## config.mk

```make
export PLATFORM = sky130hd
export DESIGN_NAME = runahead_ctl
export DESIGN_NICKNAME = d
export VERILOG_FILES = /design/src/rtl/runahead_ctl.sv
export SDC_FILE = /design/constraint.sdc
export NUM_CORES = 1
export LEC_CHECK = 0
export CORE_AREA = 4 4 248 250
export DETAILED_ROUTE_END_ITERATION = 7
export DIE_AREA = 0 0 252 254
export GPL_TIMING_DRIVEN = 0
export PLACE_DENSITY = 0.57
export RECOVER_POWER = 100
export SYNTH_ARGS = -nofsm -noshare
export SYNTH_HDL_FRONTEND = slang
export SYNTH_SLANG_ARGS = --single-unit
```

## constraint.sdc

```tcl
create_clock -name clk -period 1.4 [get_ports clk]
set_input_delay 0.21 -clock clk [delete_from_list [all_inputs] [get_ports clk]]
set_output_delay 0.21 -clock clk [all_outputs]
set_load 0.005 [all_outputs]
```

## src/rtl/runahead_ctl.sv

```systemverilog
module runahead_ctl #(
  parameter int NREG   = 8,
  parameter int XLEN   = 32,
  parameter int PC_W   = 32,
  parameter int TAG_W  = 6,
  parameter int GHR_W  = 16,
  parameter int RASP_W = 4
) (
  input  logic                 clk,
  input  logic                 rst_n,
  input  logic                 miss_stall_i,
  input  logic [PC_W-1:0]      miss_pc_i,
  input  logic [TAG_W-1:0]     miss_tag_i,
  input  logic                 fill_valid_i,
  input  logic [TAG_W-1:0]     fill_tag_i,
  input  logic [NREG*XLEN-1:0] arf_i,
  input  logic [GHR_W-1:0]     ghr_i,
  input  logic [RASP_W-1:0]    ras_top_i,
  output logic                 ra_mode_o,
  output logic                 ckpt_o,
  output logic                 inv_retire_o,
  output logic                 flush_o,
  output logic                 restore_o,
  output logic                 redirect_o,
  output logic [PC_W-1:0]      redirect_pc_o,
  output logic [NREG*XLEN-1:0] rest_arf_o,
  output logic [GHR_W-1:0]     rest_ghr_o,
  output logic [RASP_W-1:0]    rest_ras_o
);
  localparam int ARF_W = NREG * XLEN;

  typedef enum logic [1:0] {NORMAL, RUNAHEAD, EXIT_FLUSH} mode_t;

  mode_t              state;
  logic               exit_ph;
  logic [PC_W-1:0]    trig_pc;
  logic [TAG_W-1:0]   trig_tag;
  logic [ARF_W-1:0]   ck_arf;
  logic [GHR_W-1:0]   ck_ghr;
  logic [RASP_W-1:0]  ck_ras;

  wire enter = (state == NORMAL) && miss_stall_i;
  wire wake  = (state == RUNAHEAD) && fill_valid_i && (fill_tag_i == trig_tag);

  always_ff @(posedge clk) begin
    if (!rst_n) begin
      state    <= NORMAL;
      exit_ph  <= 1'b0;
      trig_pc  <= '0;
      trig_tag <= '0;
      ck_arf   <= '0;
      ck_ghr   <= '0;
      ck_ras   <= '0;
    end else begin
      case (state)
        NORMAL: if (enter) begin
          state    <= RUNAHEAD;
          trig_pc  <= miss_pc_i;
          trig_tag <= miss_tag_i;
          ck_arf   <= arf_i;
          ck_ghr   <= ghr_i;
          ck_ras   <= ras_top_i;
        end
        RUNAHEAD: if (wake) begin
          state   <= EXIT_FLUSH;
          exit_ph <= 1'b0;
        end
        EXIT_FLUSH: begin
          exit_ph <= ~exit_ph;
          if (exit_ph) state <= NORMAL;
        end
        default: state <= NORMAL;
      endcase
    end
  end

  assign ra_mode_o     = (state != NORMAL);
  assign ckpt_o        = enter;
  assign inv_retire_o  = enter;
  assign flush_o       = (state == EXIT_FLUSH);
  assign restore_o     = (state == EXIT_FLUSH) && exit_ph;
  assign redirect_o    = restore_o;
  assign redirect_pc_o = trig_pc;
  assign rest_arf_o    = ck_arf;
  assign rest_ghr_o    = ck_ghr;
  assign rest_ras_o    = ck_ras;
endmodule


```

==> flow_summary_export.csv <==
group,metric,value,unit
setup_path,critical_path_data_required_time,1190,ps
sta,max_clock_freq,0.5219,GHz
drt,post_drt_wl_per_cell,17.62,um
sta,max-slew-margin-rel,46.13,%
clock_network,cts_sinks,317,
drt,route.detailed.drc,0,
setup_path,crit-reg2reg-capture,"rest_ras_o[1]$_SDFFE_PN0P_",
finish,drive_above_1_share,10.41,%
clock_network,cts.htree.levels,2,
setup_path,worst-path-buf-inv,4,
finish,num-nets-final,2403,
clock_network,ctsLongestPathBuffers,3,
synthesis,synth_enable_flop_cells,0,
setup_path,maximum_fanout_encountered_on_the_critical_timing_path,4,
setup_path,cpPeakStageDelay,470,ps
pwr,power_dens_cells,1181,nW/um^2
setup_path,r2r_slack,-410,ps
setup_path,timing.critical_path.max_delay_family,"simple AND/OR/NAND/NOR gates",
min_path,holdCritPathClass,"input port to register",
finish,finish.instance_area,20410,sq um
synthesis,synth_fp_nets,1711,
sta,worst_pin_slew,808.1,ps
outcome,status,"finished with violations",
placed_design,detailedPlacementHpwl,39.03,mm
global_route,antenna_found_initial,2,
synthesis,asyncSetResetFlopFracSynth,0,%
sta,timing.final.max_slew_violations,0,
sta,worst_hold_slack,215.8,ps
sta,report.final.setup_viol,630,
die,floorplan.core_area,59020,sq um
setup_path,cp-startpoint,"state[1]$_SDFFE_PN0P_",
clock_network,tritoncts,"yes",
clock_network,clock_latency,540,ps
synthesis,post_synth.cell_area_avg,7.956,sq um
pwr,worst_ir_drop_vdd,0.8246,mV
clock_network,clockRootBuffer,"sky130_fd_sc_hd__clkbuf_16",
drt,vias,11930,
sta,rsz0062_at_grt,"true",
clock_network,clk_pin_slew_worst_paths,60,ps
synthesis,netlist_instances,1387,
setup_path,cp_cell_sequence,"or3b_4 -> inv_12 -> buf_8 -> buf_6 -> buf_6",
pwr,leakage,7.519,nW
synthesis,netlist_top_cells_area,"sky130_fd_sc_hd__dfxtp_1 58%, sky130_fd_sc_hd__nand2_1 21%, sky130_fd_sc_hd__a21oi_1 14%, sky130_fd_sc_hd__clkbuf_1 1.5%, sky130_fd_sc_hd__buf_6 1.3%",
global_route,via_count_of_the_first_global_routing_pass,12010,
synthesis,sequential_to_total_area_share_from_yosys_stat,57.51,%
setup_path,timing.rr.start,"state[1]$_SDFFE_PN0P_",
sta,post-route-min-period,1916,ps
finish,n_fill_cell,6110,
synthesis,seq_cells_post_synth,317,
setup_path,rr_worst_depth,7,
setup_path,cell_occurring_most_often_along_the_worst_timing_path,"sky130_fd_sc_hd__buf_6",
outcome,failed_checks,"negative setup slack",
synthesis,synthTopCellsByCount,"628 x sky130_fd_sc_hd__nand2_1, 317 x sky130_fd_sc_hd__dfxtp_1, 314 x sky130_fd_sc_hd__a21oi_1",
die,dieHeight,254,um
drt,detailedRoute.firstPassIterationCount,6,
die,die_area,64010,sq um
synthesis,synth.top_cell.area_share,57.51,%
global_route,pin_count_of_the_biggest_net_entering_global_routing,13,
die,pin_count,638,
setup_path,setup.worst_path.start_class,"register",
drt,detail_route.iter0.violations,470,
die,start_util,18.70,%
job,drv_cap,0,
drt,avgViaCountPerCell,4.145,
setup_path,worst_setup_path_endpoint,"inv_retire_o",
clock_network,ctsHoldBuffers,0,
synthesis,synthDistinctLibCells,25,
finish,finish.utilization,34.58,%
global_route,grt_overflow_total,0,
sta,clock_skew,8.467,ps
synthesis,synth_top_area_cell,"sky130_fd_sc_hd__dfxtp_1",
drt,remaining_antenna_violation_count_after_routing,0,
finish,area_growth,84.98,%
setup_path,worstSetupEndpointType,"output pin",
setup_path,cp_num_cells,5,
placed_design,place.gp.congestion,0.9040,
placed_design,postPlaceCellArea,18420,sq um
clock_network,cts-buffers-inserted,38,
setup_path,critPathArrivalTime,1710,ps
die,row_count,89,
synthesis,yosys_most_used_dff,"sky130_fd_sc_hd__dfxtp_1",
setup_path,crit_type,"register to output pin",
sta,finalWorstSetupSlack,-516.2,ps
die,die-width,252,um
setup_path,cp_slowest_cell,"sky130_fd_sc_hd__or3b_4",
sta,timing.final.crit_share,136.9,%
global_route,grt_use_total,14.48,%
synthesis,yosysWarnings,0,
synthesis,post_synth_instance_area,11030,sq um
synthesis,synth.most_common_cell,"sky130_fd_sc_hd__nand2_1",
sta,timing_hold_violations_final,0,
placed_design,number_of_i_o_port_buffers,637,
drt,routed_wl,50.68,mm
global_route,grt_pass1_wl,72.18,mm
==> repair_timing <==
action,in CTS,in global routing
pin swaps,1,3
cloned,0,4
setup endpoints to repair,629,631
setup buffers,7,5
gates resized for setup,52,155
==> cells in the final DEF (no fill, tap or decap), types with 8 or more instances in the layout <==
master	netlist	layout
sky130_fd_sc_hd__a21oi_1	314	265
sky130_fd_sc_hd__buf_2	29	12
sky130_fd_sc_hd__buf_6	13	19
sky130_fd_sc_hd__a21oi_2	0	49
sky130_fd_sc_hd__clkbuf_8	0	8
sky130_fd_sc_hd__clkbuf_1	45	40
sky130_fd_sc_hd__buf_12	0	10
sky130_fd_sc_hd__buf_4	17	18
sky130_fd_sc_hd__clkinv_2	0	9
sky130_fd_sc_hd__clkbuf_16	0	45
sky130_fd_sc_hd__dfxtp_1	317	315
sky130_fd_sc_hd__nand2_1	628	616
sky130_fd_sc_hd__buf_8	0	17
sky130_fd_sc_hd__clkdlybuf4s50_1	0	631
sky130_fd_sc_hd__nand2_2	0	12
==> metrics by stage <==
step,power [mW],setup WS (ps),cells,setup TNS (ps)
finish,24.10,-516.2,2877,-171120
global route,25.12,-591.7,2877,-218780
CTS,24.19,-625.1,2868,-221080
detailed placement,13.98,-1129,2797,-248650
global placement,13.93,-1129,2797,-242320
floorplan,11.34,-10.32,1387,-2072
==> worst min-delay path by stage <==
stage,from,endpoint,depth (start not counted)
finish,arf_i[110],rest_arf_o[110]$_SDFFE_PN0P_,3
global route,arf_i[104],rest_arf_o[104]$_SDFFE_PN0P_,3
CTS,arf_i[225],rest_arf_o[225]$_SDFFE_PN0P_,3
detailed placement,rest_arf_o[148]$_SDFFE_PN0P_,rest_arf_o[148]$_SDFFE_PN0P_,2
global placement,rest_ghr_o[12]$_SDFFE_PN0P_,rest_ghr_o[12]$_SDFFE_PN0P_,2
floorplan,miss_tag_i[0],trig_tag[0]$_SDFFE_PN0P_,2
==> flip-flops by register name, summed over array words and instances (netlist names) <==
| signal | count |
|---|---|
| rest_ras_o | 4 |
| redirect_pc_o | 32 |
| rest_arf_o | 256 |
| state | 2 |
| exit_ph | 1 |
| trig_tag | 6 |
| rest_ghr_o | 16 |
==> cells by family after synthesis <==
group,share of synthesized area [%]
XOR/XNOR,0.4762
flip-flops,57.51
AND/OR/NAND/NOR,22.02
AO/OA/AOI/OAI,14.54
buffers and inverters,5.454
==> where the power goes <==
group          internal (mW)  switching [mW]
Combinational           2.45            1.78
Sequential              9.59           0.303
Clock                   6.07            3.92
==> tightest hold or removal path, cell delays in order <==
cell and delay [ps]:
sky130_fd_sc_hd__clkdlybuf4s50_1 390, sky130_fd_sc_hd__nand2_1 60, sky130_fd_sc_hd__a21oi_1 50
==> per-layer routing <==
layer  up-vias  part of all wire, %  GRT usage, %
li1       5836                    -             -
met3       107                  7.7         4.135
met1      5516                   39         16.52
met2       467                   49         25.44
met4         0                  3.9         6.053
met5         -                    0             0
==> cell type report <==
cell class              count  area [sq um]  area share (%)
plain buffers             104         899.6           4.408
repair buffers            653          6601           32.34
multi-input cells         963          4313           21.13
inverters                   2         20.02         0.09808
clock buffers              53          1151           5.640
flip-flops and latches    317          6351           31.12
clock inverters            11         105.1          0.5149
well taps                 773         967.2           4.739
diodes                      1         2.502         0.01226
(Power assumes the default switching activity.)
